[src/rtl/rom_rd_pkg.sv]
package rom_rd_pkg;
  localparam int FIRST_W = 5;
  localparam int NEXT_W  = 5;
  localparam int TURN_W  = 3;
  localparam int CNT_W   = (FIRST_W > NEXT_W) ? FIRST_W : NEXT_W;

  typedef struct packed {
    logic              wide;
    logic              burst;
    logic [TURN_W-1:0] turn;
    logic [NEXT_W-1:0] nxt;
    logic [FIRST_W-1:0] first;
  } cfg_t;

  localparam int CFG_W = $bits(cfg_t);

  typedef enum logic [1:0] {ST_IDLE, ST_BEAT, ST_REFR} st_e;

  localparam logic [1:0] LEN_1 = 2'd0;
  localparam logic [1:0] LEN_4 = 2'd1;
  localparam logic [1:0] LEN_8 = 2'd2;

  function automatic logic [2:0] last_index(input logic [1:0] len);
    case (len)
      LEN_8:   return 3'd7;
      LEN_4:   return 3'd3;
      default: return 3'd0;
    endcase
  endfunction
endpackage

[src/rtl/rom_cfg_bank.sv]
module rom_cfg_bank
  import rom_rd_pkg::*;
#(
  parameter int NSP = 2,
  parameter int SW  = 1
) (
  input  logic          clk,
  input  logic          rst,
  input  logic          rom_sel,
  input  logic          we,
  input  logic [SW-1:0] wsel,
  input  cfg_t          wdata,
  input  logic [SW-1:0] rsel,
  output cfg_t          rcfg
);
  cfg_t cfg_q [NSP];

  for (genvar g = 0; g < NSP; g++) begin : g_space
    if (g == 0) begin : g_boot
      always_ff @(posedge clk) begin
        if (rst) begin
          cfg_q[g].wide  <= ~rom_sel;
          cfg_q[g].burst <= 1'b0;
          cfg_q[g].turn  <= '1;
          cfg_q[g].nxt   <= '1;
          cfg_q[g].first <= '1;
        end else if (we && wsel == SW'(g)) begin
          cfg_q[g] <= wdata;
        end
      end
    end else begin : g_plain
      always_ff @(posedge clk) begin
        if (we && wsel == SW'(g)) cfg_q[g] <= wdata;
      end
    end
  end

  assign rcfg = cfg_q[rsel];

  // boot space comes out of reset at its slowest timing
  assert_boot_defaults_R1: assert property (@(posedge clk) disable iff (rst)
    $past(rst) |-> (cfg_q[0].first == '1 && cfg_q[0].nxt == '1 &&
                    cfg_q[0].turn == '1 && !cfg_q[0].burst &&
                    cfg_q[0].wide != $past(rom_sel)));
endmodule

[src/rtl/rom_turn_timer.sv]
module rom_turn_timer
  import rom_rd_pkg::*;
#(
  parameter int SW = 1
) (
  input  logic              clk,
  input  logic              rst,
  input  logic              fin,
  input  logic [SW-1:0]     fin_space,
  input  logic [TURN_W-1:0] fin_turn,
  input  logic              start,
  input  logic [SW-1:0]     req_space,
  output logic              space_ok
);
  localparam int TC_W = TURN_W + 1;

  logic [TC_W-1:0] cnt_q;
  logic [SW-1:0]   last_q;
  logic            have_q;
  logic [TC_W-1:0] wait_m1;

  // delay of 2*field (or 1 when zero), less the cycle spent leaving the access
  assign wait_m1 = (fin_turn == '0) ? '0 : ({fin_turn, 1'b0} - TC_W'(1));

  always_ff @(posedge clk) begin
    if (rst) begin
      cnt_q  <= '0;
      last_q <= '0;
      have_q <= 1'b0;
    end else if (fin) begin
      cnt_q  <= wait_m1;
      last_q <= fin_space;
      have_q <= 1'b1;
    end else if (start) begin
      cnt_q  <= '0;
    end else if (cnt_q != '0) begin
      cnt_q  <= cnt_q - TC_W'(1);
    end
  end

  assign space_ok = (cnt_q == '0) || (have_q && req_space == last_q);

  assert_turn_hold_R9: assert property (@(posedge clk) disable iff (rst)
    (start && cnt_q != '0) |-> (have_q && req_space == last_q));
endmodule

[src/rtl/rom_beat_engine.sv]
module rom_beat_engine
  import rom_rd_pkg::*;
#(
  parameter int NSP = 2,
  parameter int SW  = 1,
  parameter int AW  = 24,
  parameter int DW  = 32
) (
  input  logic              clk,
  input  logic              rst,
  input  logic              start,
  input  cfg_t              cfg_i,
  input  logic [SW-1:0]     space_i,
  input  logic [AW-1:0]     addr_i,
  input  logic [1:0]        len_i,
  input  logic [DW-1:0]     mem_data,
  input  logic              refresh_req,
  output logic              busy,
  output logic              fin,
  output logic [SW-1:0]     fin_space,
  output logic [TURN_W-1:0] fin_turn,
  output logic [NSP-1:0]    cs_n,
  output logic              oe_n,
  output logic [AW-1:0]     mem_addr,
  output logic              rd_valid,
  output logic [DW-1:0]     rd_data,
  output logic              done,
  output logic              refresh_ack,
  output logic              acc_wide
);
  localparam logic [NSP-1:0] SEL_ONE = NSP'(1);

  st_e             st;
  cfg_t            cur;
  logic [SW-1:0]   sp_q;
  logic [AW-1:0]   base_q;
  logic [1:0]      len_q;
  logic [2:0]      beat_q;
  logic [2:0]      last_q;
  logic [CNT_W-1:0] cnt_q;
  logic            refr_used_q;
  logic            rd_last_q;

  logic            beat_end;
  logic [CNT_W-1:0] next_lat;

  function automatic logic [AW-1:0] beat_addr(input logic [AW-1:0] base,
                                               input logic [1:0] len,
                                               input logic [2:0] idx);
    logic [AW-1:0] a;
    a = base;
    case (len)
      LEN_8:   a[2:0] = idx;
      LEN_4:   a[1:0] = idx[1:0];
      default: ;
    endcase
    return a;
  endfunction

  assign beat_end  = (st == ST_BEAT) && (cnt_q == '0);
  assign fin       = beat_end && (beat_q == last_q);
  assign next_lat  = cur.burst ? CNT_W'(cur.nxt) : CNT_W'(cur.first);
  assign busy      = (st != ST_IDLE);
  assign fin_space = sp_q;
  assign fin_turn  = cur.turn;

  always_ff @(posedge clk) begin
    if (rst) begin
      st          <= ST_IDLE;
      cur         <= '0;
      sp_q        <= '0;
      base_q      <= '0;
      len_q       <= LEN_1;
      beat_q      <= '0;
      last_q      <= '0;
      cnt_q       <= '0;
      refr_used_q <= 1'b0;
      rd_last_q   <= 1'b0;
      cs_n        <= '1;
      oe_n        <= 1'b1;
      mem_addr    <= '0;
      rd_valid    <= 1'b0;
      rd_data     <= '0;
      done        <= 1'b0;
      refresh_ack <= 1'b0;
      acc_wide    <= 1'b0;
    end else begin
      rd_valid    <= 1'b0;
      refresh_ack <= 1'b0;
      done        <= rd_valid && rd_last_q;
      case (st)
        ST_IDLE: begin
          if (start) begin
            cur         <= cfg_i;
            sp_q        <= space_i;
            base_q      <= addr_i;
            len_q       <= len_i;
            last_q      <= last_index(len_i);
            beat_q      <= '0;
            cnt_q       <= CNT_W'(cfg_i.first);
            refr_used_q <= 1'b0;
            cs_n        <= ~(SEL_ONE << space_i);
            oe_n        <= 1'b0;
            mem_addr    <= beat_addr(addr_i, len_i, 3'd0);
            acc_wide    <= cfg_i.wide;
            st          <= ST_BEAT;
          end
        end
        ST_BEAT: begin
          if (!beat_end) begin
            cnt_q <= cnt_q - CNT_W'(1);
          end else begin
            rd_valid  <= 1'b1;
            rd_data   <= mem_data;
            rd_last_q <= (beat_q == last_q);
            if (beat_q == last_q) begin
              cs_n <= '1;
              oe_n <= 1'b1;
              st   <= ST_IDLE;
            end else begin
              beat_q   <= beat_q + 3'd1;
              mem_addr <= beat_addr(base_q, len_q, beat_q + 3'd1);
              if (refresh_req && !refr_used_q) begin
                refr_used_q <= 1'b1;
                refresh_ack <= 1'b1;
                cs_n        <= '1;
                oe_n        <= 1'b1;
                st          <= ST_REFR;
              end else begin
                cnt_q <= next_lat;
              end
            end
          end
        end
        ST_REFR: begin
          cs_n  <= ~(SEL_ONE << sp_q);
          oe_n  <= 1'b0;
          cnt_q <= next_lat;
          st    <= ST_BEAT;
        end
        default: st <= ST_IDLE;
      endcase
    end
  end

  assert_cs_onehot_R6: assert property (@(posedge clk) disable iff (rst)
    $onehot0(~cs_n));
  assert_oe_with_cs_R6: assert property (@(posedge clk) disable iff (rst)
    !oe_n |-> !(&cs_n));
  assert_refresh_release_R8: assert property (@(posedge clk) disable iff (rst)
    refresh_ack |-> ((&cs_n) && oe_n));
  assert_refresh_single_R8: assert property (@(posedge clk) disable iff (rst)
    refresh_ack |=> !refresh_ack);
  assert_done_after_word_R7: assert property (@(posedge clk) disable iff (rst)
    done |-> $past(rd_valid));
  assert_upper_addr_R5: assert property (@(posedge clk) disable iff (rst)
    (st == ST_BEAT && $past(st) == ST_BEAT) |-> $stable(mem_addr[AW-1:3]));
endmodule

[src/rtl/rom_read_ctrl.sv]
module rom_read_ctrl
  import rom_rd_pkg::*;
#(
  parameter int NSP = 2,
  parameter int AW  = 24,
  parameter int DW  = 32,
  parameter int SW  = (NSP > 1) ? $clog2(NSP) : 1
) (
  input  logic             clk,
  input  logic             rst,
  input  logic             rom_sel,
  input  logic             cfg_we,
  input  logic [SW-1:0]    cfg_space,
  input  logic [CFG_W-1:0] cfg_wdata,
  input  logic             req_valid,
  output logic             req_ready,
  input  logic [SW-1:0]    req_space,
  input  logic [AW-1:0]    req_addr,
  input  logic [1:0]       req_len,
  input  logic [DW-1:0]    mem_data,
  input  logic             refresh_req,
  output logic [NSP-1:0]   cs_n,
  output logic             oe_n,
  output logic [AW-1:0]    mem_addr,
  output logic             rd_valid,
  output logic [DW-1:0]    rd_data,
  output logic             done,
  output logic             refresh_ack,
  output logic             acc_wide
);
  cfg_t              sel_cfg;
  logic              busy;
  logic              fin;
  logic [SW-1:0]     fin_space;
  logic [TURN_W-1:0] fin_turn;
  logic              space_ok;
  logic              start;

  assign req_ready = !busy && space_ok;
  assign start     = req_valid && req_ready;

  rom_cfg_bank #(.NSP(NSP), .SW(SW)) u_cfg (
    .clk   (clk),
    .rst   (rst),
    .rom_sel(rom_sel),
    .we    (cfg_we),
    .wsel  (cfg_space),
    .wdata (cfg_t'(cfg_wdata)),
    .rsel  (req_space),
    .rcfg  (sel_cfg)
  );

  rom_turn_timer #(.SW(SW)) u_turn (
    .clk      (clk),
    .rst      (rst),
    .fin      (fin),
    .fin_space(fin_space),
    .fin_turn (fin_turn),
    .start    (start),
    .req_space(req_space),
    .space_ok (space_ok)
  );

  rom_beat_engine #(.NSP(NSP), .SW(SW), .AW(AW), .DW(DW)) u_eng (
    .clk        (clk),
    .rst        (rst),
    .start      (start),
    .cfg_i      (sel_cfg),
    .space_i    (req_space),
    .addr_i     (req_addr),
    .len_i      (req_len),
    .mem_data   (mem_data),
    .refresh_req(refresh_req),
    .busy       (busy),
    .fin        (fin),
    .fin_space  (fin_space),
    .fin_turn   (fin_turn),
    .cs_n       (cs_n),
    .oe_n       (oe_n),
    .mem_addr   (mem_addr),
    .rd_valid   (rd_valid),
    .rd_data    (rd_data),
    .done       (done),
    .refresh_ack(refresh_ack),
    .acc_wide   (acc_wide)
  );
endmodule

[config.mk]
export PLATFORM = sky130hd
export DESIGN_NAME = rom_read_ctrl
export DESIGN_NICKNAME = d
export VERILOG_FILES = /design/src/rtl/rom_rd_pkg.sv /design/src/rtl/rom_cfg_bank.sv /design/src/rtl/rom_turn_timer.sv /design/src/rtl/rom_beat_engine.sv /design/src/rtl/rom_read_ctrl.sv
export SDC_FILE = /design/constraint.sdc
export NUM_CORES = 1
export LEC_CHECK = 0
export ABC_AREA = 1
export CAP_MARGIN = 20
export CORE_AREA = 4 4 155 157
export CTS_BUF_LIST = sky130_fd_sc_hd__clkbuf_8
export DETAILED_ROUTE_END_ITERATION = 16
export DIE_AREA = 0 0 159 161
export GPL_ROUTABILITY_DRIVEN = 0
export SYNTH_ARGS = -nofsm -noshare
export SYNTH_HDL_FRONTEND = slang
export SYNTH_HIERARCHICAL = 1
export SYNTH_SLANG_ARGS = --single-unit
[constraint.sdc]
create_clock -name clk -period 4.6 [get_ports clk]
set_input_delay 0.69 -clock clk [delete_from_list [all_inputs] [get_ports clk]]
set_output_delay 0.69 -clock clk [all_outputs]
set_load 0.01 [all_outputs]
Word-level counts from Yosys, hierarchy flattened. Memory sizes are Yosys's and may differ from the RTL's. Index checks and enable logic that the tools add are counted.

Bits in registers: 125. Memory bits (writable): 30. Input port bits: 81. Memories kept: 1.

$add $sub $neg: 4. Equality and inequality tests: 15. Shifts and indexed selects: 2. Mux-type cells: 51. Bitwise operators: 7. Reductions and logical operators: 32.

Memories: u_cfg.cfg_q (depth 2, bits a word 15, read ports 1, clocked after memory_dff 0, write ports 2, line rom_cfg_bank.sv:16) `cfg_t cfg_q [NSP];`.

Operators with widths (number): 24-bit two-way mux (3); 24-bit one-hot mux with 2 select lines (1); 5-bit two-way mux (5); 2-bit two-way mux (10); 1-bit two-way mux (17); 4-bit two-way mux (4); 15-bit two-way mux (1); 5-bit one-hot mux with 3 select lines (1); 2-bit one-hot mux with 3 select lines (2); 3-bit one-hot mux with 2 select lines (2); 4-bit AND reduction (3); 1-bit logical AND (9); 3-bit two-way mux (3); 3-bit inequality test, second input constant (3); 4-bit by 1-bit subtractor with 4-bit output, second input constant (2); 2-bit by 1-bit equality test with 1-bit output, second input constant (3); 2-bit equality test, second input constant (3); 2-bit inequality test, second input constant (3); 3-bit nonzero test (2); 2-bit OR reduction (3); 5-bit zero test (1); 5-bit AND reduction (1); 5-bit by 1-bit subtractor with 5-bit output, second input constant (1); 4-bit zero test (1); other kinds (19) (27).

Logic depth before layout (Yosys ltp). Gate-level depths: netlist (run 1).

Depth after elaboration: 7. Depth in mapped cells: 13. Gate-level depth less buffers: 13.

By module. Netlist (run 1), hierarchy kept.

By module, submodules not included: rom_beat_engine (instances 1, cells each 684, area each 5014.8 um^2, seq. area each 2362.3 um^2); rom_cfg_bank (instances 1, cells each 119, area each 1273.7 um^2, seq. area each 900.9 um^2); rom_turn_timer (instances 1, cells each 57, area each 380.4 um^2, seq. area each 120.1 um^2); rom_read_ctrl (instances 1, cells each 5, area each 23.8 um^2, seq. area each 0.0 um^2).

Worst setup path after synthesis (run 1). OpenSTA, ideal clock, no wires.

Kind: input port to flip-flop. From: input port req_space. To: register u_eng.mem_addr[11]. Library setup time: 0.122 ns. Arrival: 1.974 ns. Required time: 4.478 ns. Slack: 2.504 ns. Cell stages on the path: 10. Path buffers: 1. Cells stage by stage: xor2_1 > o21ai_0 > nand2_2 > nor2_2 > nor2_2 > a21oi_4 > nand3_4 > inv_4 > buf_2 > a21oi_1.

Cells in the longest elaborated chain, start to end: 7.

Ends and longest elaborated chain: start, declared (line rom_read_ctrl.sv:17) `input logic [SW-1:0] req_space,`; 1-bit equality test (line rom_turn_timer.sv:41) `assign space_ok = (cnt_q == '0) || (have_q && req_space == last_q);`; 1-bit logical AND (line rom_turn_timer.sv:41); 1-bit logical OR (line rom_turn_timer.sv:41); net space_ok (line rom_read_ctrl.sv:36) `logic space_ok;`; 1-bit logical AND (line rom_read_ctrl.sv:39) `assign req_ready = !busy && space_ok;`; 1-bit logical AND (line rom_read_ctrl.sv:40) `assign start = req_valid && req_ready;`; net start (line rom_read_ctrl.sv:37) `logic start;`; 2-bit inequality test (no line); 4-bit AND reduction (no line); end signal, assigned (line rom_beat_engine.sv:104) `mem_addr <= beat_addr(addr_i, len_i, 3'd0);`; end signal, assigned (line rom_beat_engine.sv:122) `mem_addr <= beat_addr(base_q, len_q, beat_q + 3'd1);`; end, declared (line rom_beat_engine.sv:24) `output logic [AW-1:0] mem_addr,`.

The timed path passes the listed nets, and every way through them passes these cells. A chain may end at the register's enable or synchronous reset.

Worst setup path after layout (run 1).
From: input port req_space. To: output port req_ready.

Cells in the longest elaborated chain, start to end: 4.

Ends and longest elaborated chain: 1-bit equality test (line rom_turn_timer.sv:41); 1-bit logical AND (line rom_turn_timer.sv:41); 1-bit logical OR (line rom_turn_timer.sv:41); net space_ok (line rom_read_ctrl.sv:36); 1-bit logical AND (line rom_read_ctrl.sv:39); end, declared (line rom_read_ctrl.sv:16) `output logic req_ready,`.

The timed path passes the listed nets, and every way through them passes these cells.

==> results.toml, run 1 <==
[clock_network]
clkTransAtPathRegs_ns = 0.09
numCtsBuffers = 17
cts_tree = "built"
clock_latency_ns = 0.45
post_cts_buffers = 0
hold_buffers = 0
clock_sinks = 154
cts-root-buf = "clkbuf_8"
cts_max_path_buffers = 2
htreeDepth = 4
cts-resized-gates = 0

[sta]
period_share_pct = 67.5
timing.fmax_mhz = 322
relSlewSlack_pct = 55.3
slew_violations = 0
worst_hold_slack_ns = 0.442
period_needed_ns = 3.11
hold_violations = 0
fin_tns_setup_ns = 0
setup_viol = 0
tightestPinTransition_ns = 0.669
fin_skew_ns = 0.0148
setup_slack_ns = 1.49
rsz0062_at_grt = "false"

[drt]
drc_errors = 0
via_per_inst = 4.41
drtPass1Iterations = 6
wirelength_mm = 16.5
drt_iter0_drc = 325
ant_nets = 0
dr_total_vias = 5695
wire_per_inst_um = 12.8

[placement]
io_buffers = 144
dp_slack_ns = 1.21
placedCellCount = 1258
hpwl_mm = 11.2

[finish]
final_cell_mix = "nand2_1 (235), clkdlybuf4s50_1 (143), dfxtp_1 (124)"
areaGrowthSynthToFinish_pct = 30.8
drive_gt1_share_pct = 6.57
instances_no_fill = 1290
antenna_cells = 0
fillers = 2352
nNetsFinal = 1086
layout_commonest_cell = "nand2_1"

[setup_path]
end_kind = "primary output"
critical_path_class = "in -> out"
reg2regPathDepth = 14
regToRegSetupSlack_ns = 1.84
r2r_start = "u_eng/cnt_q[0]"
start_kind = "primary input"
cp.arrival_ns = 2.42
cp_data_required_time_ns = 3.91
cp_max_fo = 33
r2r_end = "u_turn/cnt_q[0]"

[synth]
syn_area_sq_um = 6690
ys_seq_area_share_pct = 50.6
yosys_warnings = 6
syn_inst = 865
ys_ff_latch = 154
syn_nets = 959
netlist-cell-type-count = 32
avgSynthCellArea_sq_um = 7.74

[global_route]
grt_pass1_wl_mm = 26.9
antenna_found_initial = 0
grt_max_degree = 54
grt_overflow = 0
grt_usage_pct = 12.8
grt_pass1_vias = 5302

[die]
dieArea_sq_um = 25600
fp.coreArea_sq_um = 22500
die_y_um = 161
initial_core_util_pct = 29.7
rows = 55
io_pins = 145
die_w_um = 159

[worst_hold_path]
min_from = "u_eng/rd_last_q"
min_path_type = "reg -> reg"
holdPathEnd = "u_eng/done"
holdPathStages = 2

[power_and_ir_drop]
powerDensity_nw_per_um2 = 608
peakVddDrop_mv = 0.235
p_leak_uw = 0.00351

[run_status]
status = "complete, no violations"

[run]
cap_violations = 0
-- how the worst max path moves through the flow --
stage	from	endpoint	slack, ns	depth (start not counted)
6_report	req_space	req_ready	1.49	7
4_1_cts	req_space	req_ready	1.45	7
3_3_place_gp	req_space	u_eng/last_q[1]	1.04	10
3_5_place_dp	req_space	u_eng/mem_addr[1]	1.21	12
5_1_grt	req_space	req_ready	1.38	7
2_1_floorplan	req_space	u_eng/mem_addr[11]	2.50	10
-- state kept, by name, indices dropped and copies added, names as in the netlist, 3 cells and up --
signal / flops
u_eng/fin_turn: 3
u_eng/beat_q: 3
u_eng/mem_addr: 24
u_cfg/cfg_q: 30
u_turn/cnt_q: 4
u_eng/cnt_q: 5
u_eng/rd_data: 32
u_eng/cur: 11
u_eng/base_q: 24
-- power by group --
group	switching [uW]	total (uW)	internal [uW]
Clock	591	1050	460
Sequential	189	1920	1730
Combinational	1410	2350	942
Total	2190	5320	3130
-- metrics by stage --
stage	util [%]	area (sq um)	power [uW]
final	38.9	8750	5320
after global routing	38.9	8750	5790
after CTS	38.9	8750	5410
after detailed placement	37.1	8340	4330
after global placement	37.0	8320	4290
after floorplan	-	6690	3590
-- cells in the mapped netlist (all sizes together) --
master	number	area share [%]
nor4	1	0.094
inv	92	5.2
o21a	1	0.11
nand4	6	0.56
xor2	4	0.52
mux2i	15	2.2
buf	22	2.1
ha	13	2.4
o22ai	2	0.19
o21ai	75	5.6
xnor2	1	0.13
nand3	22	2.1
a21boi	1	0.11
nor2	98	5.8
nand2	238	13
dfxtp	124	37
a21oi	90	6.9
edfxtp	30	13
clkbuf	22	1.3
clkinv	3	0.17
or2	5	0.47
-- worst max-delay path, stage by stage --
cell,delay [ns]
clkdlybuf4s50_1,0.45
buf_4,0.28
xor2_1,0.10
o21ai_0,0.19
nand2_2,0.09
inv_1,0.07
clkdlybuf4s50_1,0.53
-- kinds of logic (layout without fill, tap and decap cells) --
kind of cell               count (synthesis)  in the layout  synth area share [%]
and+or+nand+nor                          370            370                  22.5
DFF                                      154            154                  50.6
buffers and inverters                    139            279                  8.73
AOI/OAI and AO/OA                        169            169                  12.9
xor gates and xnor gates                   5              5                 0.654
adders and majority gates                 13             13                  2.43
muxes                                     15             15                  2.24
-- final cells by class --
class	instances	area (sq um)	share of cell area [%]
clock buffers	17	234	2.67
clock inverters	15	175	2.00
inverters	95	359	4.10
multi-input cells	572	2730	31.2
flip-flops and latches	154	3380	38.7
well taps	285	357	4.07
repair buffers	152	1520	17.3
-- metal layers --
metal,wire length (um),vias to the layer above,GRT usage (%)
met2,7400,133,21.0
li1,-,3002,-
met1,7880,2552,16.3
met3,1060,8,4.16
met4,141,0,3.20
met5,0,-,0
No activity file was read; power rests on OpenSTA's default activity.
==> run 2, diff against run 1 <==
==> constraint.sdc (replaced) <==
create_clock -name clk -period 3 [get_ports clk]
set_input_delay 0.45 -clock clk [delete_from_list [all_inputs] [get_ports clk]]
set_output_delay 0.45 -clock clk [all_outputs]
set_load 0.01 [all_outputs]
==> run 2 against run 1 <==
Compared with the run above:
- sequential power grew 54%
- largest power group unchanged
- largest cell class unchanged
- routed wire length grew 1.8%
- core utilization grew 0.050 points
- cell area grew 0.13%
==> results.toml, run 2 (same netlist as run 1, synthesis figures left out) <==
[run_status]
status = "complete, no violations"

[setup_path]
cp-startpoint = "u_turn/cnt_q[0]"
cp_data_required_time_ns = 2.55
end_kind = "primary output"
r2r_start = "u_turn/cnt_q[0]"
critical_path_class = "reg -> out"
cp_max_fo = 4
cp.arrival_ns = 1.98
start_kind = "flip-flop"

[global_route]
antenna_found_initial = 0
grt_max_degree = 55
grt_pass1_wl_mm = 27.9
grt_pass1_vias = 5527
grt_overflow = 0
grt_usage_pct = 13.3

[die]
io_pins = 145
dieArea_sq_um = 25600
die_y_um = 161
fp.coreArea_sq_um = 22500
initial_core_util_pct = 29.7
die_w_um = 159
rows = 55

[sta]
period_share_pct = 81.2
setup_slack_ns = 0.565
timing.fmax_mhz = 411
relSlewSlack_pct = 41.4
slew_violations = 0
hold_violations = 0
fin_tns_setup_ns = 0
setup_viol = 0
fin_skew_ns = 0.0134
tightestPinTransition_ns = 0.873
rsz0062_at_grt = "false"
period_needed_ns = 2.43

[drt]
drt_iter0_drc = 335
via_per_inst = 4.45
dr_total_vias = 5757
wire_per_inst_um = 13.0
drc_errors = 0
ant_nets = 0
drtPass1Iterations = 4
wirelength_mm = 16.8

[clock_network]
numCtsBuffers = 17
post_cts_buffers = 0
cts_max_path_buffers = 2
clock_sinks = 154
cts_tree = "built"
clkTransAtPathRegs_ns = 0.10
htreeDepth = 4
cts-resized-gates = 0
cts-root-buf = "clkbuf_8"
clock_latency_ns = 0.46
hold_buffers = 0

[finish]
reg.largest.list = "u_eng/rd_data x32, u_cfg/cfg_q x30"
nNetsFinal = 1088
final_cell_mix = "nand2_1 (235), clkdlybuf4s50_1 (143), dfxtp_1 (124)"
largest-register = "u_eng/rd_data"
drive_gt1_share_pct = 6.75
largest_register_ffs = 32
layout_commonest_cell = "nand2_1"
instances_no_fill = 1293
areaGrowthSynthToFinish_pct = 30.9

[power_and_ir_drop]
p_switching_uw = 3390
p_sw_share_pct = 41.5
clockPowerShare_pct = 19.0
powerDensity_nw_per_um2 = 932
p_comb_share_pct = 44.9
p_int_uw = 4780
p_seq_share_pct = 36.1
p_leak_uw = 0.00352
peakVddDrop_mv = 0.395

[worst_hold_path]
min_path_type = "reg -> reg"
min_from = "u_eng/cur[2]"

[placement]
io_buffers = 144
placedCellCount = 1260
hpwl_mm = 11.4
dp_slack_ns = 0.334

[run]
cap_violations = 0
[run 2: cell count changes in the layout (fill, tap and decap cells not counted), sizes merged]
cell / before / now
diode: 0 / 1
buf: 9 / 11
clkinvlp: 2 / 1
inv: 101 / 103
bufinv: 1 / 0
[run 2: final timing paths]
check	endpoint	slack, ns	depth (start not counted)
worst max-delay path	req_ready	0.57	7
worst min register to register	u_eng/cur[2]	0.45	2
worst max register to register	u_eng/mem_addr[14]	0.77	12
worst min-delay path	u_eng/cur[2]	0.45	2
[run 2: critical path, cell delays in order, from the launching register on]
cell and delay (ns):
dfxtp_1 0.34, inv_1 0.12, ha_1 0.19, nand2_1 0.07
o21ai_0 0.11, nand2_2 0.09, inv_1 0.07, clkdlybuf4s50_1 0.53
[run 2: final cells by class]
type / count / area [sq um]
clock buffer: 17 / 234
tap: 285 / 357
fill: 2326 / 13700
multi-input combinational: 572 / 2730
sequential: 154 / 3380
antenna: 1 / 2.50
inverter: 95 / 359
clock inverter: 15 / 151
timing repair buffer: 154 / 1550
[run 2: through the flow]
step                utilization [%]  total power [uW]  hold slack [ns]  area [sq um]
finish                         38.9              8160            0.450          8760
global route                   38.9              8950            0.475          8760
CTS                            38.9              8290            0.453          8760
detailed placement             37.2              6700            0.437          8380
global placement               37.2              6650            0.434          8380
floorplan                         -              5510            0.410          6690
[run 2: power groups by stage]
stage          combinational (uW)  clock (uW)  sequential [uW]
6_report                     3670        1550             2950
3_3_place_gp                 3660           0             3000
2_1_floorplan                2480           0             3030
3_5_place_dp                 3700           0             3000
5_1_grt                      4220        1720             3020
4_1_cts                      3710        1620             2960
[run 2: routing by layer]
metal  wire length [um]  vias up  global-route usage (%)
met2               7490      127                    21.7
met5                  0        -                       0
li1                   -     3012                       -
met3                868       15                    4.24
met1               8170     2603                    17.1
met4                233        0                    3.83
